$ cat src/rtl/wkf_pkg.sv
package wkf_pkg;
  localparam int unsigned NPINS = 8;
  typedef logic [NPINS-1:0] pinvec_t;

  // qualified falling edge: previously high, now low, pin selected
  function automatic pinvec_t fall_evt(input pinvec_t prev, input pinvec_t cur,
                                       input pinvec_t sel);
    return prev & ~cur & sel;
  endfunction

  // next flag value: write-0 clears, new events always win
  function automatic pinvec_t flag_next(input pinvec_t cur, input pinvec_t evt,
                                        input logic we, input pinvec_t wd);
    pinvec_t keep;
    keep = we ? wd : '1;
    return (cur & keep) | evt;
  endfunction
endpackage

$ cat src/rtl/wkf_sync.sv
module wkf_sync #(
  parameter int unsigned W      = 8,
  parameter int unsigned STAGES = 2
) (
  input  logic         clk,
  input  logic         rst_n,
  input  logic [W-1:0] d_i,
  output logic [W-1:0] q_o
);
  logic [W-1:0] stg [STAGES];

  for (genvar s = 0; s < STAGES; s++) begin : g_stage
    if (s == 0) begin : g_first
      always_ff @(posedge clk or negedge rst_n)
        if (!rst_n) stg[s] <= '0;
        else        stg[s] <= d_i;
    end else begin : g_next
      always_ff @(posedge clk or negedge rst_n)
        if (!rst_n) stg[s] <= '0;
        else        stg[s] <= stg[s-1];
    end
  end

  assign q_o = stg[STAGES-1];
endmodule

$ cat src/rtl/wkf_edge.sv
module wkf_edge
  import wkf_pkg::*;
(
  input  logic    clk,
  input  logic    rst_n,
  input  pinvec_t cur_i,
  input  pinvec_t sel_i,
  output pinvec_t evt_o
);
  pinvec_t prev_q;

  // the previous sample tracks every pin, selected or not, so that
  // turning on a select bit never compares against a stale value
  always_ff @(posedge clk or negedge rst_n)
    if (!rst_n) prev_q <= '0;
    else        prev_q <= cur_i;

  assign evt_o = fall_evt(prev_q, cur_i, sel_i);
endmodule

$ cat src/rtl/wkf_flags.sv
module wkf_flags
  import wkf_pkg::*;
(
  input  logic    clk,
  input  logic    rst_n,
  input  pinvec_t evt_i,
  input  logic    we_i,
  input  pinvec_t wd_i,
  output pinvec_t flags_o
);
  pinvec_t flags_q;

  always_ff @(posedge clk or negedge rst_n)
    if (!rst_n) flags_q <= '0;
    else        flags_q <= flag_next(flags_q, evt_i, we_i, wd_i);

  assign flags_o = flags_q;
endmodule

$ cat src/rtl/wake_flag_reg.sv
module wake_flag_reg
  import wkf_pkg::*;
#(
  parameter int unsigned SYNC_STAGES = 2
) (
  input  logic             clk,
  input  logic             rst_n,
  input  logic [NPINS-1:0] pin_i,
  input  logic [NPINS-1:0] wake_sel_i,
  input  logic             wr_en_i,
  input  logic [NPINS-1:0] wr_data_i,
  output logic [NPINS-1:0] rd_data_o,
  output logic             irq_o
);
  pinvec_t pin_sync;
  pinvec_t edge_evt;
  pinvec_t flags;

  wkf_sync #(.W(NPINS), .STAGES(SYNC_STAGES)) u_sync (
    .clk(clk), .rst_n(rst_n), .d_i(pin_i), .q_o(pin_sync)
  );

  wkf_edge u_edge (
    .clk(clk), .rst_n(rst_n), .cur_i(pin_sync), .sel_i(wake_sel_i), .evt_o(edge_evt)
  );

  wkf_flags u_flags (
    .clk(clk), .rst_n(rst_n), .evt_i(edge_evt), .we_i(wr_en_i),
    .wd_i(wr_data_i), .flags_o(flags)
  );

  assign rd_data_o = flags;
  assign irq_o     = |flags;
endmodule

$ cat config.mk
export PLATFORM = sky130hd
export DESIGN_NAME = wake_flag_reg
export DESIGN_NICKNAME = d
export VERILOG_FILES = /design/src/rtl/wkf_pkg.sv /design/src/rtl/wkf_sync.sv /design/src/rtl/wkf_edge.sv /design/src/rtl/wkf_flags.sv /design/src/rtl/wake_flag_reg.sv
export SDC_FILE = /design/constraint.sdc
export NUM_CORES = 1
export LEC_CHECK = 0
export ABC_CLOCK_PERIOD_IN_PS = 800
export BUFFER_PORTS_ARGS = -buffer_cell sky130_fd_sc_hd__buf_2
export CAP_MARGIN = 20
export CELL_PAD_IN_SITES_DETAIL_PLACEMENT = 0
export CELL_PAD_IN_SITES_GLOBAL_PLACEMENT = 1
export CORE_MARGIN = 2
export CORE_UTILIZATION = 33
export DETAILED_ROUTE_END_ITERATION = 12
export PLACE_DENSITY = 0.76
export SYNTH_ARGS = -nofsm -noshare
export SYNTH_HDL_FRONTEND = slang
export SYNTH_SLANG_ARGS = --single-unit
$ cat constraint.sdc
create_clock -name clk -period 0.8 [get_ports clk]
set_input_delay 0.12 -clock clk [delete_from_list [all_inputs] [get_ports clk]]
set_output_delay 0.12 -clock clk [all_outputs]
set_load 0.03 [all_outputs]
# After elaboration in Yosys (flattened, before gate mapping)
# Index checks and enable logic that the tools add are counted.
[classes] add_sub_neg=0 n_mul=0 div=0 order_cmp=0 n_eq_ne=0 n_shift=0 n_mux=1 bitwise=5 reduce_logical=1
[op_table] operator="bitwise AND 8 bit" count=3
[op_table] operator="2-to-1 mux 8 bit" count=1
[op_table] operator="inverter 8 bit" count=1
[op_table] operator="bitwise OR 8 bit" count=1
[op_table] operator="OR reduction 8 bit" count=1
[word_totals] reg_bits=32 latchBits=0 ram_bits=0 mem_bits_ro=0 inputBits=27 output_inout_bits=9 memories=0

# Longest topological paths before layout
# Gate-level depths: netlist of the first run.
[depth] ltp_word=4 mapped_depth=2 ltp_nobuf=2

# Cells and area by module
# A second synthesis of the first run with hierarchy kept.
[unflattened] cells_unflattened=67 area_unflattened_um2=1057.3
[by_module_without_submodules] module="wkf_sync" instances=1 cells_each=24 area_per_inst_um2=460.4
[by_module_without_submodules] module="wkf_flags" instances=1 cells_each=24 area_per_inst_um2=310.3
[by_module_without_submodules] module="wkf_edge" instances=1 cells_each=16 area_per_inst_um2=270.3
[by_module_without_submodules] module="wake_flag_reg" instances=1 cells_each=3 area_per_inst_um2=16.3

# Worst setup path before layout of the first run
# Ideal clock, no wire load.
[synth_timing] kind="flip-flop to output port" startpoint="register u_flags.flags_q[5], in the netlist u_flags.flags_o[5]" endpoint="output port irq_o" arrival_ns=1.003 setup_slack_ns=-0.323 path_stages_with_launch=3 n_path_buf=0 path_cell_list="dfrtp_1 -> nor4_1 -> nand2_1"
[synth_between] elab_chain_len=1
[synth_lines] element="start, declared" line_no="wkf_flags.sv:11" source="pinvec_t flags_q;"
[synth_lines] element="start signal, assigned" line_no="wkf_flags.sv:15" source="else flags_q <= flag_next(flags_q, evt_i, we_i, wd_i);"
[synth_lines] element="OR reduction 8 bit" line_no="wake_flag_reg.sv:33" source="assign irq_o = |flags;"
[synth_lines] element="end, declared" line_no="wake_flag_reg.sv:13" source="output logic irq_o"
# Every way passes these cells.

# Worst setup path after layout of the first run
[layout_timing] startpoint="register u_flags.flags_q[1], in the netlist u_flags.flags_o[1]" endpoint="output port irq_o"
# Same word-level chain as after synthesis.

==> out/qor.yml, run 1 <==
status: "finished with violations"
violations: "setup timing"
critPathBufInv: 1
drt_wl_total_um: 1964
cp.required_ns: 0.68
ys_seq_elements: 32
synth.area.top_cells: "dfrtp_1, o2bb2ai_1, nand2b_1"
leakagePower_nw: 0.7289
rows: 19
setup_viol_count_final: 11
dieHeight_um: 58.14
finalHoldViolations: 0
max-cap-violations: 0
grt_remaining_overflow: 0
diodes: 0
final_nets: 149
grt_pass1_vias: 785
r2r_slack_ns: -0.23
power_density_mw_per_mm2: 2095
max_slew_margin_pct: 80.51
start_util_pct: 34.77
grt_max_degree: 22
dieArea_mm2: 0.003380
ctsHtreeMaxLevel: 2
worstPathMaxFanout: 2
min_period_over_period_pct: 174.7
dp_slack_ns: -0.3379
cts_root_buf: "clkbuf_4"
drc: 0
antenna_found_initial: 0
cts.sinks: 32
arrival_ns: 1.28
utilization_pct: 55.78
placed_cell_area_mm2: 0.001251
synth.avg_cell_area_um2: 16.39
async_reset_ff_share_pct: 100.0
synth_cell_types: 5
tightest_slew_ns: 0.2923
cts_tree: "yes"
critPathMaxStageDelay_ns: 0.44
post_drt_wl_per_cell_um: 12.84
synth_edf_count: 0
min_path_type: "input port to register"
critPathKind: "register to primary output"
yosys.area.top_type: "dfrtp_1"
drt_iter0_drc: 8
drtPass1Iterations: 4
cp-start-kind: "register"
worst_skew_pair.late_latency_ns: 0.31
dp_hpwl_um: 1270
cts_max_path_buffers: 2
mappedNetlistArea_um2: 967.2
cp_top_family: "flip-flops"
rsz0062_at_grt: "true"
end_kind: "primary output"
grtUsageTotal_pct: 13.95
syn_nets: 86
drive_gt1_share_pct: 50.82
cp_cell_sequence: "nor4_2 -> nand2_1 -> buf_6"
fin_crit_ns: 1.397
synthesis.instances: 59
synth_top_flop_cell: "dfrtp_1"
cp_slowest_cell: "dfrtp_2"
peakVddDrop_uv: 1408
grt_pass1_wl_um: 3422
io_buffers: 35
setup_ws_ns: -0.5973
clock_skew_ns: 0.01451
drv_slew: 0
coreArea_mm2: 0.002781
synth_warnings: 0
io_pins: 36
synth_common_cells: "dfrtp_1, nand2_1, nand2b_1, o2bb2ai_1, nor4_1"
cts_made_buffers: 5
vias: 672
vias_per_cell: 4.392
synth.most_common_cell: "dfrtp_1"
syn_to_final_growth_pct: 60.41
ys_seq_area_share_pct: 82.79
yosysTopAreaCellShare_pct: 82.79
fillCellCount: 221
die_w_um: 58.14
gp_congestion: 0.7461
design_area_mm2: 0.001551
drtAntennaViolNets: 0
max_clock_freq_ghz: 0.7157
path_clk_slew_ns: 0.10
## worst min-delay path, cell delays in order
cell and delay, ns:
buf_2 0.10, nand2_1 0.05, o2bb2ai_1 0.06
## routing by layer
metal | vias up | track usage (%) | part of all wire [%]
met5 | - | 0 | 0
met4 | 0 | 6.977 | 0.81
met3 | 2 | 4.018 | 4.6
met2 | 18 | 23.54 | 56
met1 | 329 | 16.20 | 39
li1 | 323 | - | -
## timing repair
| item | in CTS | in global routing |
|---|---|---|
| setup buffers | 3 | 6 |
| hold buffers | 9 | 0 |
| pin swaps | 1 | 1 |
| gates resized for setup | 27 | 8 |
| endpoints found under the setup margin | 9 | 13 |
| endpoints found under the hold margin | 40 | 0 |
## metrics by stage
stage	power, mW	hold WS [ns]	cells	setup TNS, ns
finish	3.250	0.04901	153	-3.794
global placement	2.231	0.01431	132	-0.3240
global route	3.445	0.03387	153	-4.372
detailed placement	2.241	0.01530	132	-0.3435
floorplan	1.994	-0.1756	59	-0.2866
CTS	3.222	0.02983	150	-3.252
## registers in the layout, summed over array words and instances (netlist names)
name,flops
u_edge.prev_q,8
u_flags.flags_o,8
u_sync.q_o,8
u_sync.stg,8
## cell type report
type                    instances  area, um2  area share [%]
clock buffers                   6      41.29           2.661
flip-flops and latches         32      805.8           51.94
repair buffers                 56      454.2           29.27
clock inverters                 1      5.005          0.3226
well taps                      31      38.79           2.500
multi-input cells              27      206.4           13.31
## cell usage in the layout (no fill, tap or decap), types with 3 or more instances in the layout
cell type	count
dfrtp_1	28
buf_2	26
buf_6	17
nand2_1	9
dlygate4sd3_1	9
nand2b_1	8
o2bb2ai_1	5
clkbuf_4	5
dfrtp_2	4
o2bb2ai_2	3
buf_4	3
## kinds of logic (layout without fill, tap and decap cells)
logic type / after synthesis / in the layout / share of synthesized area (%)
compound gates: 8 / 8 / 7.245
simple gates: 19 / 19 / 9.961
flops: 32 / 32 / 82.79
buf+inv: 0 / 63 / 0
## path summary, 6_finish.rpt
| check | startpoint | endpoint | cells after the start |
|---|---|---|---|
| setup / recovery | u_flags.flags_o[1]$_DFF_PN0_ | irq_o | 3 |
| hold / removal | wake_sel_i[5] | u_flags.flags_o[5]$_DFF_PN0_ | 3 |
| setup reg to reg | u_flags.flags_o[2]$_DFF_PN0_ | u_flags.flags_o[2]$_DFF_PN0_ | 4 |
| hold reg to reg | u_sync.stg[8]$_DFF_PN0_ | u_sync.q_o[0]$_DFF_PN0_ | 0 |
| max in group asynchronous | rst_n | u_flags.flags_o[5]$_DFF_PN0_ | 3 |
| min in group asynchronous | rst_n | u_sync.stg[9]$_DFF_PN0_ | 2 |
## report_power, final
part	leakage [nW]	switching (mW)	total, mW	internal [mW]
clock network	0.0281	0.468	0.791	0.323
registers	0.374	0.0818	1.81	1.73
logic	0.327	0.277	0.644	0.367
total	0.729	0.827	3.25	2.42
(Power assumes the default switching activity.)
==> run 2, diff against run 1 <==
--- a/config.mk
+++ b/config.mk
@@ -14,6 +14,7 @@
 export CORE_UTILIZATION = 33
 export DETAILED_ROUTE_END_ITERATION = 12
 export PLACE_DENSITY = 0.76
+export SETUP_SLACK_MARGIN = 0.1
 export SYNTH_ARGS = -nofsm -noshare
 export SYNTH_HDL_FRONTEND = slang
 export SYNTH_SLANG_ARGS = --single-unit
==> run 2 against run 1 <==
Compared with the run above: the flow still finishes with violations (setup timing); global-route usage decreased by 0.42 points; worst hold slack lost 0.0077 ns; setup slack worse by 0.017 ns; combinational power rose by 3.6%; design area grew 3.0%; largest power group unchanged; highest routed layer unchanged.
==> out/qor.yml, run 2 (synthesis results as in run 1) <==
status: "finished with violations"
grt_pass1_wl_um: 3180  # -7.1%
diodes: 0  # unchanged
multiInputGateArea_um2: 250.2  # +21%
start_util_pct: 34.77  # unchanged
holdPathStages: 3  # unchanged
cts.sinks: 32  # unchanged
gp_congestion: 0.7744  # +3.8%
drc: 0  # unchanged
max-cap-violations: 0  # unchanged
setup_ws_ns: -0.6147  # -0.01747 ns
vias_per_cell: 4.395  # about the same
cp.required_ns: 0.68  # about the same
die_w_um: 58.14  # unchanged
drtPass1Iterations: 4  # unchanged
critPathKind: "register to primary output"
rsz0062_at_grt: "true"
coreArea_mm2: 0.002781  # unchanged
tightest_slew_ns: 0.2190  # -0.07331 ns
cts_tree: "yes"
setup_viol_count_final: 10  # -1
final_common_cell: "buf_2"
clock_skew_ns: 0.006179  # -0.008333 ns
power_density_mw_per_mm2: 2131  # +1.7%
total_power_mw: 3.405  # +4.8%
violations: "setup timing"
min_period_over_period_pct: 176.8  # +2.2 points
fillCellCount: 228  # +3.2%
grt_remaining_overflow: 0  # unchanged
cts_root_buf: "clkbuf_4"
antenna_found_initial: 0  # unchanged
grtUsageTotal_pct: 13.53  # -0.42 points
drt_wl_total_um: 1969  # +0.25%
drv_slew: 0  # unchanged
min_path_type: "input port to register"
end_kind: "primary output"
finalHoldViolations: 0  # unchanged
worstPathMaxFanout: 2  # unchanged
cp-start-kind: "register"
post_drt_wl_per_cell_um: 12.95  # +0.91%
grt_max_degree: 33  # +50%
vias: 668  # -0.60%
drt_iter0_drc: 1  # -7
layout_common_cells: "buf_2, dfrtp_1, buf_6, nand2_1, dlygate4sd3_1"
max_clock_freq_ghz: 0.7068  # -1.2%
drive_gt1_share_pct: 55.37  # +4.6 points
rows: 19  # unchanged
fin_crit_ns: 1.415  # +0.01747 ns
io_buffers: 35  # unchanged
drtAntennaViolNets: 0  # unchanged
path_clk_slew_ns: 0.09  # about the same
arrival_ns: 1.29  # about the same
max_slew_margin_pct: 85.27  # +4.8 points
dieArea_mm2: 0.003380  # unchanged
leakagePower_nw: 0.7305  # +0.22%
rr_worst_depth: 3  # -1
final_nets: 147  # -1.3%
grt_pass1_vias: 738  # -6.0%
peakVddDrop_uv: 1577  # +12%
utilization_pct: 57.44  # +1.7 points
io_pins: 36  # unchanged
dieHeight_um: 58.14  # unchanged
worst_skew_pair.late_latency_ns: 0.32  # about the same
syn_to_final_growth_pct: 65.20
seqCellArea_um2: 810.8  # +0.62%
cts_made_buffers: 5  # unchanged
ctsHtreeMaxLevel: 2  # unchanged
cts_max_path_buffers: 2  # unchanged
[run 2: cell count changes in the layout (fill, tap and decap cells not counted), sizes merged]
cell	before	now
clkinv	1	0
clkbuf	6	8
buf	47	45
[run 2: worst paths after layout]
kind	start	to	slack, ns
max	u_flags.flags_o[2]$_DFF_PN0_	irq_o	-0.61
min	wake_sel_i[2]	u_flags.flags_o[2]$_DFF_PN0_	0.04
max reg2reg	u_flags.flags_o[4]$_DFF_PN0_	u_flags.flags_o[4]$_DFF_PN0_	-0.07
min reg2reg	u_sync.stg[10]$_DFF_PN0_	u_sync.q_o[2]$_DFF_PN0_	0.35
max in group asynchronous	rst_n	u_flags.flags_o[6]$_DFF_PN0_	0.34
min in group asynchronous	rst_n	u_sync.q_o[7]$_DFF_PN0_	0.28
[run 2: layout make-up]
| type | instances | share of cell area [%] |
|---|---|---|
| flip-flops and latches | 32 | 50.74 |
| repair buffers | 54 | 27.49 |
| multi-input cells | 27 | 15.66 |
| clock buffers | 8 | 3.681 |
| well taps | 31 | 2.428 |
[run 2: per-layer routing]
metal / up-vias / wire, um / global-route usage (%)
li1: 322 / - / -
met1: 320 / 826 / 16.20
met3: 4 / 135 / 7.366
met4: 0 / 25 / 6.977
met5: - / 0 / 0
met2: 22 / 980 / 19.64
[run 2: repair_timing]
action,4_1_cts,5_1_grt
resized for setup,30,8
hold endpoints to repair,40,0
pin swaps,2,1
endpoints found under the setup margin,17,17
hold buffers,9,0
buffers inserted,2,1
[run 2: power breakdown]
group / leakage, nW / switching [mW] / internal, mW
sequential: 0.369 / 0.0735 / 1.74
combinational: 0.329 / 0.290 / 0.376
clock: 0.0326 / 0.494 / 0.433
total: 0.730 / 0.858 / 2.55
[run 2: critical path, stage by stage (launching register included)]
cell     delay (ns)
dfrtp_2        0.43
nor4_4         0.28
nand2_1        0.11
buf_6          0.15
[run 2: metrics by stage]
stage	cell area, um2	setup slack [ns]	cells	TNS [ns]	hold slack [ns]
after global placement	1271	-0.3029	134	-0.3029	0.08429
final	1598	-0.6147	152	-3.270	0.04127
after detailed placement	1271	-0.3332	134	-0.3417	0.08559
after CTS	1541	-0.6281	152	-3.355	0.02384
after floorplan	977.2	-0.2862	59	-0.2862	-0.1756
after global routing	1598	-0.6879	152	-3.784	0.02791
==> run 3, diff against run 2 <==
--- a/config.mk
+++ b/config.mk
@@ -10,10 +10,10 @@
 export CAP_MARGIN = 20
 export CELL_PAD_IN_SITES_DETAIL_PLACEMENT = 0
 export CELL_PAD_IN_SITES_GLOBAL_PLACEMENT = 1
-export CORE_MARGIN = 2
 export CORE_UTILIZATION = 33
 export DETAILED_ROUTE_END_ITERATION = 12
 export PLACE_DENSITY = 0.76
+export RECOVER_POWER = 100
 export SETUP_SLACK_MARGIN = 0.1
 export SYNTH_ARGS = -nofsm -noshare
 export SYNTH_HDL_FRONTEND = slang
==> run 3 against run 2 <==
Compared with the run above: the run still ends with setup timing left; worst hold slack better by 0.013 ns; core utilization is 0.63 points higher; clock power is 2.5% lower; sequential cell count stayed put; global-route usage is 0.87 points higher; sequential share of layout area is 0.12 points lower; count of clock-buffer cells in the layout stayed put; critical path type unchanged.
==> out/qor.yml, run 3 (synthesis results as in run 1) <==
vias_per_cell: 4.513  # +2.7%
drive_gt1_share_pct: 56.91  # +1.5 points
drt_wl_total_um: 1910  # -3.0%
worst_skew_pair.late_latency_ns: 0.31  # about the same
grt_pass1_wl_um: 3236  # +1.8%
grt_pass1_vias: 753  # +2.0%
critPathBufInv: 1  # unchanged
coreArea_mm2: 0.002758  # -0.85%
finalHoldViolations: 0  # unchanged
cts_tree: "yes"
vias: 695  # +4.0%
utilization_pct: 58.08  # +0.63 points
worstPathMaxFanout: 2  # unchanged
cts.sinks: 32  # unchanged
p_int_mw: 2.557  # +0.38%
syn_to_final_growth_pct: 65.59
seqCellArea_um2: 810.8  # unchanged
grt_max_degree: 24  # -27%
ctsHtreeMaxLevel: 2  # unchanged
cp_slowest_cell: "dfrtp_2"
rows: 19  # unchanged
critPathKind: "register to primary output"
final_nets: 149  # +1.4%
fin_crit_ns: 1.438  # +0.02335 ns
hold_ws_ns: 0.05391  # +0.01264 ns
placed_cell_area_mm2: 0.001271  # unchanged
switching_share_pct: 24.87  # -0.34 points
dieArea_mm2: 0.003151  # -6.8%
leakagePower_nw: 0.7351  # +0.63%
tightest_slew_ns: 0.2601  # +0.04117 ns
drc: 0  # unchanged
grt_remaining_overflow: 0  # unchanged
setup_viol_count_final: 12  # +2
cts_max_path_buffers: 2  # unchanged
status: "finished with violations"
dp_hpwl_um: 1241
arrival_ns: 1.32  # +0.03 ns
design_area_mm2: 0.001602  # +0.24%
power_density_mw_per_mm2: 2125  # -0.30%
start_util_pct: 35.07  # +0.30 points
fillCellCount: 234  # +2.6%
drv_slew: 0  # unchanged
power_switching_mw: 0.8461  # -1.4%
io_buffers: 35  # unchanged
cp_cell_sequence: "nor4_4 -> nand2_1 -> buf_6"
violations: "setup timing"
final_common_cell: "buf_2"
drtPass1Iterations: 4  # unchanged
grtUsageTotal_pct: 14.39  # +0.87 points
max_slew_margin_pct: 82.66  # -2.6 points
cp.required_ns: 0.68  # about the same
io_pins: 36  # unchanged
p_clk_share_pct: 26.6  # -0.6 points
drtAntennaViolNets: 0  # unchanged
critPathMaxStageDelay_ns: 0.43  # about the same
total_power_mw: 3.403  # about the same
cts_root_buf: "clkbuf_4"
max_clock_freq_ghz: 0.6954  # -1.6%
min_period_over_period_pct: 179.8  # +2.9 points
seqPwrFrac_pct: 53.7  # +0.5 points
diodes: 0  # unchanged
post_drt_wl_per_cell_um: 12.40  # -4.3%
peakVddDrop_uv: 1803  # +14%
layout_common_cells: "buf_2, dfrtp_1, buf_6, nand2_1, dlygate4sd3_1"
die_w_um: 56.14  # -3.4%
dieHeight_um: 56.14  # -3.4%
dp_slack_ns: -0.3213  # +0.01195 ns
cts_made_buffers: 5  # unchanged
max-cap-violations: 0  # unchanged
rsz0062_at_grt: "true"
setup_ws_ns: -0.6381  # -0.02335 ns
clock_skew_ns: 0.003207  # -0.002973 ns
path_clk_slew_ns: 0.09  # about the same
end_kind: "primary output"
gp_congestion: 0.6731  # -13%
cp_top_family: "flip-flops"
antenna_found_initial: 0  # unchanged
drt_iter0_drc: 6  # +5
min_path_type: "input port to register"
cp-start-kind: "register"
multiInputGateArea_um2: 240.2  # -4.0%
combPwrFrac_pct: 19.7  # about the same
[run 3: final timing paths]
check | depth (start not counted) | startpoint | end | slack, ns
setup / recovery | 3 | u_flags.flags_o[5]$_DFF_PN0_ | irq_o | -0.64
min in group asynchronous | 2 | rst_n | u_sync.stg[8]$_DFF_PN0_ | 0.20
max in group asynchronous | 3 | rst_n | u_flags.flags_o[0]$_DFF_PN0_ | 0.12
setup reg to reg | 3 | u_flags.flags_o[5]$_DFF_PN0_ | u_flags.flags_o[5]$_DFF_PN0_ | -0.09
hold / removal | 3 | wake_sel_i[6] | u_flags.flags_o[6]$_DFF_PN0_ | 0.05
hold reg to reg | 0 | u_sync.stg[15]$_DFF_PN0_ | u_sync.q_o[7]$_DFF_PN0_ | 0.35
[run 3: worst register-to-register path, delay by kind of cell (launching register included)]
| kind | cells | cell delay (ns) |
|---|---|---|
| DFF | 1 | 0.43 |
| buffers and inverters | 2 | 0.25 |
| AOI/OAI and AO/OA | 1 | 0.11 |
[run 3: routing by layer]
layer | vias to the layer above | global-route usage (%) | routed length (um)
li1 | 324 | - | -
met1 | 341 | 16.09 | 856
met2 | 28 | 23.47 | 945
met3 | 2 | 6.744 | 96
met4 | 0 | 6.272 | 12
met5 | - | 0 | 0
[run 3: timing repair]
action	in CTS	in global routing
setup buffers	2	5
cloned	0	0
setup endpoints to repair	17	17
hold endpoints to repair	40	0
pin swaps	0	1
resized for setup	31	12
hold buffers	9	0
[run 3: per-stage QoR]
step / std cells / setup TNS [ns]
after floorplan: 59 / -0.2862
after detailed placement: 134 / -0.3386
after CTS: 152 / -3.413
after global placement: 134 / -0.3173
after global routing: 154 / -4.138
final: 154 / -3.593
[run 3: power groups by stage]
stage	combinational, mW	clock, mW	sequential, mW
5_1_grt	0.717	1.03	1.84
4_1_cts	0.620	0.957	1.82
3_5_place_dp	0.444	0	1.82
3_3_place_gp	0.443	0	1.81
6_report	0.671	0.905	1.83
2_1_floorplan	0.0736	0	1.92
[run 3: cell type report]
cell class | instances | share of cell area [%]
flip-flops and latches | 32 | 50.62
repair buffers | 56 | 28.28
multi-input cells | 27 | 15.00
clock buffers | 8 | 3.672
well taps | 31 | 2.422
